### src/rtl/rxslot_pkg.sv
package rxslot_pkg;

  typedef enum logic [1:0] {
    SLOT_EMPTY   = 2'd0,
    SLOT_LOADED  = 2'd1,
    SLOT_PENDING = 2'd2
  } slot_state_e;

  localparam logic [7:0] PREAMBLE_BYTE = 8'h55;
  localparam logic [7:0] SFD_BYTE      = 8'hD5;

  // Buffer length of a received frame: padded payload plus header and FCS.
  function automatic logic [31:0] frame_bytes(input logic [31:0] payload,
                                               input logic [31:0] min_frame,
                                               input logic [31:0] overhead);
    logic [31:0] body;
    body = (payload < min_frame) ? min_frame : payload;
    return body + overhead;
  endfunction

  function automatic logic tx_size_ok(input logic [31:0] cnt,
                                      input logic [31:0] lo,
                                      input logic [31:0] hi);
    return (cnt >= lo) && (cnt <= hi);
  endfunction

  function automatic logic tx_head_ok(input logic [63:0] hdr);
    logic ok;
    ok = (hdr[63:56] == SFD_BYTE);
    for (int k = 0; k < 7; k++) begin
      if (hdr[8*k +: 8] != PREAMBLE_BYTE) ok = 1'b0;
    end
    return ok;
  endfunction

endpackage

### src/rtl/rxslot_arbiter.sv
module rxslot_arbiter #(
  parameter int NUM_SLOTS = 2
) (
  input  logic                 clk,
  input  logic                 rst_n,
  input  logic [NUM_SLOTS-1:0] loaded,
  output logic [NUM_SLOTS-1:0] grant,
  output logic                 any_loaded
);

  logic [NUM_SLOTS:0] seen;
  assign seen[0] = 1'b0;

  for (genvar i = 0; i < NUM_SLOTS; i++) begin : g_prio
    assign grant[i]    = loaded[i] & ~seen[i];
    assign seen[i + 1] = seen[i] | loaded[i];
  end

  assign any_loaded = seen[NUM_SLOTS];

  AST_ONE_GRANT: assert property (@(posedge clk) disable iff (!rst_n)
    $onehot0(grant));
  AST_GRANT_IS_ARMED: assert property (@(posedge clk) disable iff (!rst_n)
    (grant & ~loaded) == '0);
  AST_READY_GRANTS: assert property (@(posedge clk) disable iff (!rst_n)
    any_loaded |-> (grant != '0));

endmodule

### src/rtl/rxslot_slot.sv
module rxslot_slot
  import rxslot_pkg::*;
#(
  parameter int CNT_W = 12
) (
  input  logic             clk,
  input  logic             rst_n,
  input  logic             st_we,
  input  logic             cnt_we,
  input  logic [1:0]       wr_state,
  input  logic [CNT_W-1:0] wr_count,
  input  logic             accept,
  input  logic [CNT_W-1:0] accept_cnt,
  output logic [1:0]       state,
  output logic [CNT_W-1:0] count,
  output logic             loaded,
  output logic             pending
);

  always_ff @(posedge clk) begin
    if (!rst_n) begin
      state <= SLOT_EMPTY;
      count <= '0;
    end else if (accept) begin
      state <= SLOT_PENDING;
      count <= accept_cnt;
    end else begin
      if (st_we)  state <= wr_state;
      if (cnt_we) count <= wr_count;
    end
  end

  assign loaded  = (state == SLOT_LOADED);
  assign pending = (state == SLOT_PENDING);

  AST_ACCEPT_PENDING: assert property (@(posedge clk) disable iff (!rst_n)
    accept |=> (pending && count == $past(accept_cnt)));
  AST_ACCEPT_NEEDS_ARM: assert property (@(posedge clk) disable iff (!rst_n)
    accept |-> loaded);

endmodule

### src/rtl/rxslot_txcheck.sv
module rxslot_txcheck
  import rxslot_pkg::*;
#(
  parameter int DATA_W = 32,
  parameter int LEN_W  = 12,
  parameter int TX_MIN = 64,
  parameter int TX_MAX = 1530,
  parameter int OVH    = 12
) (
  input  logic              clk,
  input  logic              rst_n,
  input  logic              start,
  input  logic [DATA_W-1:0] count_in,
  input  logic [63:0]       hdr,
  output logic              pass,
  output logic              irq,
  output logic              send,
  output logic [LEN_W-1:0]  len
);

  assign pass = tx_head_ok(hdr) &&
                tx_size_ok(32'(count_in), 32'(TX_MIN), 32'(TX_MAX));

  always_ff @(posedge clk) begin
    if (!rst_n) begin
      irq  <= 1'b0;
      send <= 1'b0;
      len  <= '0;
    end else begin
      irq  <= start;
      send <= start && pass;
      len  <= (start && pass) ? LEN_W'(count_in - DATA_W'(OVH)) : '0;
    end
  end

  AST_TX_IRQ_CAUSE: assert property (@(posedge clk) disable iff (!rst_n)
    irq |-> $past(start));
  AST_SEND_WITH_IRQ: assert property (@(posedge clk) disable iff (!rst_n)
    send |-> irq);
  AST_SEND_LEN: assert property (@(posedge clk) disable iff (!rst_n)
    send |-> (32'(len) == $past(32'(count_in)) - 32'(OVH)));

endmodule

### src/rtl/rxslot_regif.sv
module rxslot_regif
  import rxslot_pkg::*;
#(
  parameter int DATA_W    = 32,
  parameter int WORD_W    = 3,
  parameter int NUM_SLOTS = 2,
  parameter int LEN_W     = 12,
  parameter int BUF_BYTES = 2048,
  parameter int MIN_FRAME = 60,
  parameter int FRAME_OVH = 12,
  parameter int TX_MIN    = 64,
  parameter int TX_MAX    = 1530
) (
  input  logic              clk,
  input  logic              rst_n,
  input  logic              bus_we,
  input  logic [WORD_W-1:0] bus_word,
  input  logic [DATA_W-1:0] bus_wdata,
  output logic [DATA_W-1:0] bus_rdata,
  input  logic              frm_start,
  input  logic [LEN_W-1:0]  frm_len,
  output logic              frm_ready,
  input  logic [63:0]       tx_hdr,
  output logic              rx_irq,
  output logic              tx_irq,
  output logic              tx_send,
  output logic [LEN_W-1:0]  tx_len,
  output logic              phy_rst
);

  localparam int CNT_W   = $clog2(BUF_BYTES) + 1;
  localparam int W_SETUP = 0;
  localparam int W_MGMT  = 1;
  localparam int W_TXCNT = 2 + 2 * NUM_SLOTS;

  logic [DATA_W-1:0]    setup_q, mgmt_q, txcnt_q;
  logic [1:0]           st  [NUM_SLOTS];
  logic [CNT_W-1:0]     cnt [NUM_SLOTS];
  logic [NUM_SLOTS-1:0] loaded, pending, grant, accept_vec, wr_st, wr_cnt;
  logic                 any_loaded;

  // Receive length calculation
  logic [31:0]      asm_bytes;
  logic             too_big, frm_take;
  logic [CNT_W-1:0] asm_cnt;

  assign asm_bytes = frame_bytes(32'(frm_len), 32'(MIN_FRAME), 32'(FRAME_OVH));
  assign too_big   = asm_bytes > 32'(BUF_BYTES);
  assign asm_cnt   = CNT_W'(asm_bytes);
  assign frm_take  = frm_start && !too_big;
  assign accept_vec = grant & {NUM_SLOTS{frm_take}};

  rxslot_arbiter #(.NUM_SLOTS(NUM_SLOTS)) u_arb (
    .clk        (clk),
    .rst_n      (rst_n),
    .loaded     (loaded),
    .grant      (grant),
    .any_loaded (any_loaded)
  );

  for (genvar i = 0; i < NUM_SLOTS; i++) begin : g_slot
    assign wr_st[i]  = bus_we && (bus_word == WORD_W'(2 + 2 * i));
    assign wr_cnt[i] = bus_we && (bus_word == WORD_W'(3 + 2 * i));

    rxslot_slot #(.CNT_W(CNT_W)) u_slot (
      .clk        (clk),
      .rst_n      (rst_n),
      .st_we      (wr_st[i]),
      .cnt_we     (wr_cnt[i]),
      .wr_state   (bus_wdata[1:0]),
      .wr_count   (bus_wdata[CNT_W-1:0]),
      .accept     (accept_vec[i]),
      .accept_cnt (asm_cnt),
      .state      (st[i]),
      .count      (cnt[i]),
      .loaded     (loaded[i]),
      .pending    (pending[i])
    );
  end

  // Transmit request
  logic tx_start, tx_pass;
  assign tx_start = bus_we && (bus_word == WORD_W'(W_TXCNT)) && (|bus_wdata);

  rxslot_txcheck #(
    .DATA_W (DATA_W),
    .LEN_W  (LEN_W),
    .TX_MIN (TX_MIN),
    .TX_MAX (TX_MAX),
    .OVH    (FRAME_OVH)
  ) u_tx (
    .clk      (clk),
    .rst_n    (rst_n),
    .start    (tx_start),
    .count_in (bus_wdata),
    .hdr      (tx_hdr),
    .pass     (tx_pass),
    .irq      (tx_irq),
    .send     (tx_send),
    .len      (tx_len)
  );

  // Plain registers
  always_ff @(posedge clk) begin
    if (!rst_n) begin
      setup_q <= '0;
      mgmt_q  <= '0;
      txcnt_q <= '0;
    end else if (bus_we) begin
      if (bus_word == WORD_W'(W_SETUP)) setup_q <= bus_wdata;
      if (bus_word == WORD_W'(W_MGMT))  mgmt_q  <= bus_wdata;
      if (bus_word == WORD_W'(W_TXCNT)) txcnt_q <= (tx_start && tx_pass) ? '0 : bus_wdata;
    end
  end

  // Read decode
  always_comb begin
    bus_rdata = '0;
    if (bus_word == WORD_W'(W_SETUP)) bus_rdata = setup_q;
    if (bus_word == WORD_W'(W_MGMT))  bus_rdata = mgmt_q;
    if (bus_word == WORD_W'(W_TXCNT)) bus_rdata = txcnt_q;
    for (int i = 0; i < NUM_SLOTS; i++) begin
      if (bus_word == WORD_W'(2 + 2 * i)) bus_rdata = {{(DATA_W-2){1'b0}}, st[i]};
      if (bus_word == WORD_W'(3 + 2 * i)) bus_rdata = {{(DATA_W-CNT_W){1'b0}}, cnt[i]};
    end
  end

  assign frm_ready = any_loaded;
  assign rx_irq    = |pending;
  assign phy_rst   = setup_q[0];

  AST_TXCNT_CLEAR: assert property (@(posedge clk) disable iff (!rst_n)
    tx_send |-> (txcnt_q == '0));
  AST_REJECT_NO_PENDING: assert property (@(posedge clk) disable iff (!rst_n)
    (frm_start && !frm_ready && !bus_we) |=> $stable(pending));
  AST_BIG_DROPPED: assert property (@(posedge clk) disable iff (!rst_n)
    (frm_start && too_big && !bus_we) |=> $stable(pending));

endmodule

### config.mk
export PLATFORM = sky130hd
export DESIGN_NAME = rxslot_regif
export DESIGN_NICKNAME = d
export VERILOG_FILES = /design/src/rtl/rxslot_pkg.sv /design/src/rtl/rxslot_arbiter.sv /design/src/rtl/rxslot_slot.sv /design/src/rtl/rxslot_txcheck.sv /design/src/rtl/rxslot_regif.sv
export SDC_FILE = /design/constraint.sdc
export NUM_CORES = 1
export LEC_CHECK = 0
export ABC_AREA = 1
export BUFFER_PORTS_ARGS = -buffer_cell sky130_fd_sc_hd__buf_2
export CORE_MARGIN = 3
export CORE_UTILIZATION = 35
export CTS_BUF_LIST = sky130_fd_sc_hd__clkbuf_8
export DETAILED_ROUTE_END_ITERATION = 6
export SETUP_SLACK_MARGIN = 0.3
export SYNTH_ARGS = -nofsm -noshare
export SYNTH_HDL_FRONTEND = slang
export SYNTH_SLANG_ARGS = --single-unit
### constraint.sdc
create_clock -name clk -period 2.2 [get_ports clk]
set_input_delay 0.22 -clock clk [delete_from_list [all_inputs] [get_ports clk]]
set_output_delay 0.22 -clock clk [all_outputs]
set_load 0.05 [all_outputs]
## After elaboration in Yosys (flattened, before gate mapping)

Index checks and enable logic that the tools add are counted.
W data, S select, Z words.

| storage, ports and cells | value |
|---|---|
| register bits | 138 |
| bits of input ports | 115 |
| output and inout port bits | 49 |
| logic and storage cells | 89 |

| cells by class | value |
|---|---|
| $add $sub $neg | 2 |
| $lt $le $gt $ge | 4 |
| equality and inequality tests | 18 |
| muxes and demuxes | 24 |
| bitwise logic cells | 5 |
| reduce and logical (&&, ||, !) cells | 24 |

Operator list:

| operator | number |
|---|---|
| $mux W32 | 8 |
| $mux W12 | 5 |
| $ne A8 B7 Y1 const B | 7 |
| $ge A32 B7 Y1 const B | 1 |
| $le A32 B11 Y1 const B | 1 |
| $reduce_or A32 Y1 | 1 |
| $add A12 B4 Y13 const B | 1 |
| $gt A13 B12 Y1 const B | 1 |
| $lt A12 B6 Y1 const B | 1 |
| $sub A12 B4 Y12 const B | 1 |
| $logic_and A1 B1 Y1 | 10 |
| $eq A3 B3 Y1 const B | 3 |
| $eq A8 B8 Y1 const B | 1 |
| $mux W2 | 4 |
| $reduce_and A2 Y1 | 4 |
| $reduce_bool A2 Y1 | 4 |
| $mux W1 | 7 |
| $eq A3 B2 Y1 const B | 2 |
| $reduce_or A2 Y1 | 3 |
| $eq A2 B1 Y1 const B | 2 |
| $eq A2 B2 Y1 const B | 2 |
| $eq A3 B1 Y1 const B | 1 |
| $logic_not A3 Y1 | 1 |
| $and A2 B2 Y2 | 1 |
| 4 further kinds | 5 |

## Depth between registers and ports, before layout

| logic depth | value |
|---|---|
| word-level depth | 11 |
| depth in mapped cells | 19 |
| mapped depth without buffers | 19 |

## Modules after synthesis

A second synthesis with hierarchy kept.

| second synthesis, totals | value |
|---|---|
| cell total of the unflattened synthesis | 1,150 |
| area total of the unflattened synthesis | 7,469.7 um^2 |

Modules (own cells, without submodules):

| module | times used | cells an instance | area an instance (um^2) | sequential area each (um^2) |
|---|---|---|---|---|
| rxslot_regif | 1 | 742 | 4,912.2 | 1,921.8 |
| rxslot_slot | 2 | 105 | 729.4 | 280.3 |
| rxslot_txcheck | 1 | 193 | 1,076.0 | 280.3 |
| rxslot_arbiter | 1 | 5 | 22.5 | 0.0 |

## Worst setup path before layout

No wires, ideal clock.

| path | value |
|---|---|
| kind | input to register |
| start point | input port frm_len[10] |
| end point | register g_slot[0].u_slot.count[10] |
| setup time | 0.139 ns |
| arrival | 1.983 ns |
| data required time | 2.061 ns |
| setup slack | 0.078 ns |
| stages on the path | 17 |
| buffers on the path | 1 |
| cells stage by stage | nor2_1 -> nand3_2 -> nor2_2 -> nor2_1 -> ha_1 -> inv_1 -> nand4_1 -> or2_1 -> nand2_2 -> nor2_2 -> nand2_2 -> nand2_4 -> nand3_4 -> buf_6 -> nand2_1 -> nand2_1 -> a21oi_2 |

| between the ends | value |
|---|---|
| word-level cells in the longest chain between the ends | 8 |
| elaborated cells on any way between the ends | 9 |
| classes of those cells | 1 x add/sub; 2 x order compare; 2 x mux; 1 x bitwise; 3 x reduce/logical |

RTL lines:

| element | line | RTL |
|---|---|---|
| from (decl) | rxslot_regif.sv:21 | `input logic [LEN_W-1:0] frm_len,` |
| $lt A12 B6 Y1 | rxslot_pkg.sv:17 | `body = (payload < min_frame) ? min_frame : payload;` |
| $mux W12 * | rxslot_pkg.sv:17 |  |
| $add A12 B4 Y13 * | rxslot_pkg.sv:18 | `return body + overhead;` |
| $gt A13 B12 Y1 | rxslot_regif.sv:48 | `assign too_big = asm_bytes > 32'(BUF_BYTES);` |
| $logic_not A1 Y1 | rxslot_regif.sv:50 | `assign frm_take = frm_start && !too_big;` |
| $logic_and A1 B1 Y1 | rxslot_regif.sv:50 |  |
| $and A2 B2 Y2 | rxslot_regif.sv:51 | `assign accept_vec = grant & {NUM_SLOTS{frm_take}};` |
| $mux W12 or $reduce_bool A2 Y1 (tied branches) | -- |  |
| to (signal assigned) | rxslot_slot.sv:26 | `count <= accept_cnt;` |
| to (signal assigned) | rxslot_slot.sv:29 | `if (cnt_we) count <= wr_count;` |
| to (decl) | rxslot_slot.sv:15 | `output logic [CNT_W-1:0] count,` |

Mark *: on every way between the ends. The rest lies on a longest branch, timed or not.
A chain may end at the register's enable or synchronous reset.

## Final worst setup path

| path | value |
|---|---|
| start point | register setup_q[1] |
| end point | output port bus_rdata[1] |

| between the ends | value |
|---|---|
| word-level cells in the longest chain between the ends | 7 |

RTL lines:

| element | line | RTL |
|---|---|---|
| from (decl) | rxslot_regif.sv:36 | `logic [DATA_W-1:0] setup_q, mgmt_q, txcnt_q;` |
| from (signal assigned) | rxslot_regif.sv:110 | `if (bus_word == WORD_W'(W_SETUP)) setup_q <= bus_wdata;` |
| $mux W32 | rxslot_regif.sv:119 | `if (bus_word == WORD_W'(W_SETUP)) bus_rdata = setup_q;` |
| $mux W32 | rxslot_regif.sv:120 | `if (bus_word == WORD_W'(W_MGMT)) bus_rdata = mgmt_q;` |
| $mux W32 | rxslot_regif.sv:121 | `if (bus_word == WORD_W'(W_TXCNT)) bus_rdata = txcnt_q;` |
| $mux W32 | rxslot_regif.sv:123 | `if (bus_word == WORD_W'(2 + 2 * i)) bus_rdata = {{(DATA_W-2){1'b0}}, st[i]};` |
| $mux W32 | rxslot_regif.sv:124 | `if (bus_word == WORD_W'(3 + 2 * i)) bus_rdata = {{(DATA_W-CNT_W){1'b0}}, cnt[i]};` |
| $mux W32 | rxslot_regif.sv:123 |  |
| $mux W32 | rxslot_regif.sv:124 |  |
| to (decl) | rxslot_regif.sv:19 | `output logic [DATA_W-1:0] bus_rdata,` |

Every way passes these cells.

==> results.md <==
* Run status: completed
* Area of the core at 19000 sq um
* Number of nets in the synthesized netlist at 1121
* TritonCTS clock tree: done
* Number of standard-cell rows in the floorplan at 50
* Total routed wirelength at 21.2 mm
* Global-route wire length before repair at 34.1 mm
* Post-synthesis instance total at 1001
* Maxcap violations at 0
* Source of the worst hold timing path: bus_wdata[28]
* Final cell utilization of the core at 48.2%
* Clock group share of total power at 37.2%
* Ratio of routed vias to standard cells at 4.95
* Number of iterations in the first detailed-routing pass at 5
* Layout Cells excl Fill at 1454
* Power Density at 589 nW/um^2
* Clock input transition at the sequential cells of the worst setup and hold paths at 0.08 ns
* Worst EP arrival at 1.67 ns
* Post-layout nets at 1303
* Via count at 7202
* Relative area change from synthesis to final layout at 32.8%
* Ys Warns at 0
* Worst setup timing slack at the placement stage at -0.155 ns
* Post-synth EDFFs at 0
* Clk sink count at 138
* Port Buf Inserts at 163
* Most frequently used flop master after synthesis: dfxtp_1
* Routability congestion estimate at 0.859
* Dpl hpwl at 15.1 mm
* Root buf cell: clkbuf_8
* Final Worst Setup Slack at 0.311 ns
* Share of final-layout standard cells stronger than drive strength 1 at 29.1%
* Headroom to the max-slew limit at 59.1%
* Remaining design rule violation count at 0
* Maximum achievable frequency at 529 MHz
* Die Span X at 146 um
* Number of distinct library cell variants in the gate-level netlist after synthesis at 39
* Clock Path Buffers at 2
* Internal power of the cells at 3870 uW
* Number of primary I/O pins at 164
* Number of global-route vias before repair at 6669
* Maximum number of pins on one net before global-route repair at 71
* Total die area at 21400 sq um
* Placed Instances at 1420
* H-tree lvl count at 4
* Capture point of the worst reg-to-reg path: g_slot[1].u_slot.state[0]$_SDFFE_PP0P_
* Initial antenna violation count at 0
* Final antenna-violating net count at 0
* Capturing element type of the critical path: output port
* Setup repair after global routing missed its margin: yes
* Routed length per instance at 14.6 um
* Crit path max fanout at 2
* Synthesized area at 6900 sq um
* Reg power frac at 48.4%
* Time the final worst path needs with I/O delays and setup at 1.89 ns
* Hold/Removal Path Class: in -> reg
* Final critical-path share of the clock period at 85.9%
* Antenna diodes at 0
* Vertical die dimension at 146 um
* Initial Utilization at 36.3%
* Worst Tran Pin Value at 0.614 ns
* Clock Skews at 0.0145 ns
* FF-to-FF setup slack at 0.59 ns
* Power Total at 5400 uW
* Reg2Reg Launch Point: g_slot[1].u_slot.state[0]$_SDFFE_PP0P_
* Hold Violations, Final at 0
* Remaining Overflow, GRT at 0
* Violation count after the first detailed-route iteration at 370
* Worst IR Drop VDD at 0.000357 V
* Switching fraction of total power at 28.4%
* Part of the total power dissipated in combinational logic at 14.4%
* Number of buffers inserted during clock tree synthesis at 17
* CTS hold repair buffers at 0
* Tot GR Track Use at 19.4%
* Proportion of synthesized chip area in sequential cells at 40.0%
* Count of final max-slew check failures at 0
* Switching power total at 1530 uW
* Setup-violating endpoint count in the final report at 0
* Leak pwr at 0.00416 uW
* Number of register bits inferred by synthesis at 138
* Critical Path Start Type: flip-flop
* WP data required at 1.98 ns
* Async set-or-reset flop fraction in the synthesized netlist at 0%
* Cells on worst reg2reg path at 7
* Setup_tns at 0 ns
* Hold path depth at 3
* Hold EP: mgmt_q[28]$_SDFFE_PN0P_
* Worst Path Class, Setup: reg -> out
* Avg Inst Size Synth at 6.89 sq um
* Clock Latency Late Sink at 0.45 ns
==> registers in the layout, indices dropped and copies added, names as in the netlist <==
signal	count
g_slot.u_slot.count	24
g_slot.u_slot.state	4
mgmt_q	32
setup_q	32
txcnt_q	32
u_tx.irq	1
u_tx.len	12
u_tx.send	1
==> what timing repair did <==
item	4_1_cts	5_1_grt
endpoints found under the setup margin	9	45
resized for setup	15	93
buffers inserted	0	3
pin swaps	2	29
gates cloned	0	1
==> metrics by stage <==
stage	hold slack [ns]	area [sq um]
6_report	0.0539	9160
5_1_grt	0.0423	9160
3_3_place_gp	0.441	8310
3_5_place_dp	0.446	8310
2_1_floorplan	0.292	6950
4_1_cts	0.0125	8760
==> power by group through the flow <==
stage | Clock (uW) | Combinational [uW] | Sequential, uW
3_3_place_gp | 0 | 721 | 2660
2_1_floorplan | 0 | 408 | 2660
4_1_cts | 2070 | 734 | 2610
5_1_grt | 2150 | 862 | 2620
3_5_place_dp | 0 | 726 | 2670
6_report | 2010 | 778 | 2610
==> layout make-up <==
class                           instances  area, sq um
Clock buffer                           21          289
Clock inverter                          9         91.3
Fill cell                            1952         9850
Inverter                              158          599
Multi-Input combinational cell        645         3680
Sequential cell                       138         2770
Tap cell                              260          325
Timing Repair Buffer                  223         1410
==> placed cells by master, fill, tap and decap left out, drive strengths merged, types with 24 or more instances in the layout <==
master  netlist  layout
a21oi       112     112
buf           9     220
nand2       189     189
o211ai       25      25
dfxtp       138     138
o21ai        96      96
nand4        52      52
nor2         70      70
inv         156     157
nand3        47      47
clkbuf       51      24
==> synthesized netlist by cell type (2+ instances only) <==
cell type / count / share of area, %
dfxtp_1: 138 / 40
nand2_2: 4 / 0.36
or2_2: 2 / 0.18
buf_2: 2 / 0.15
inv_2: 6 / 0.33
clkbuf_1: 51 / 2.8
a221oi_1: 11 / 1.4
o211ai_1: 25 / 2.7
nor2_2: 7 / 0.63
inv_1: 150 / 8.2
nor2_1: 63 / 3.4
a21oi_1: 105 / 7.6
xor2_1: 5 / 0.63
o21ai_0: 93 / 6.7
buf_1: 3 / 0.16
buf_6: 3 / 0.49
o2111ai_1: 10 / 1.3
nor4_1: 5 / 0.45
nand3_1: 43 / 3.1
o21ai_1: 2 / 0.15
nand4_1: 52 / 4.7
clkinv_1: 2 / 0.11
nand3_2: 2 / 0.29
o22ai_1: 3 / 0.27
a21oi_2: 7 / 0.89
nor3_1: 6 / 0.44
nand2_1: 184 / 10
nand3_4: 2 / 0.51
ha_1: 5 / 0.91
==> worst max-delay path by stage <==
stage,cells after the start,to,startpoint
after floorplan,17,g_slot[0].u_slot.count[10]$_SDFFE_PN0P_,frm_len[7]
after global placement,18,g_slot[0].u_slot.count[4]$_SDFFE_PN0P_,frm_len[7]
after detailed placement,18,g_slot[1].u_slot.count[10]$_SDFFE_PN0P_,frm_len[7]
after CTS,5,bus_rdata[1],g_slot[0].u_slot.state[1]$_SDFFE_PN0P_
after global routing,5,bus_rdata[1],setup_q[1]$_SDFFE_PN0P_
final,5,bus_rdata[1],setup_q[1]$_SDFFE_PN0P_
==> layer usage <==
| metal | vias to the layer above | part of all wire (%) | GRT usage (%) |
|---|---|---|---|
| li1 | 3691 | - | - |
| met1 | 3273 | 46 | 26.1 |
| met2 | 210 | 46 | 31.4 |
| met3 | 28 | 6.0 | 4.90 |
| met4 | 0 | 1.6 | 4.75 |
| met5 | - | 0 | 0 |
==> worst max-delay path: stages, from the launching register on <==
cell       delay, ns
dfxtp_2         0.32
inv_2           0.06
o21ai_2         0.08
a2111oi_4       0.35
o211ai_1        0.19
buf_4           0.22
==> kinds of logic (layout without fill, tap and decap cells) <==
kind of cell,Yosys count,in the layout,synth area share (%)
DFF,138,138,40.0
AOI/OAI and AO/OA,260,260,21.5
buffers and inverters,218,411,12.3
and+or+nand+nor,374,374,24.6
adders and majority gates,5,5,0.906
xor gates and xnor gates,5,5,0.634
other,1,1,0.0543
Power figures use the tool's default switching activity.
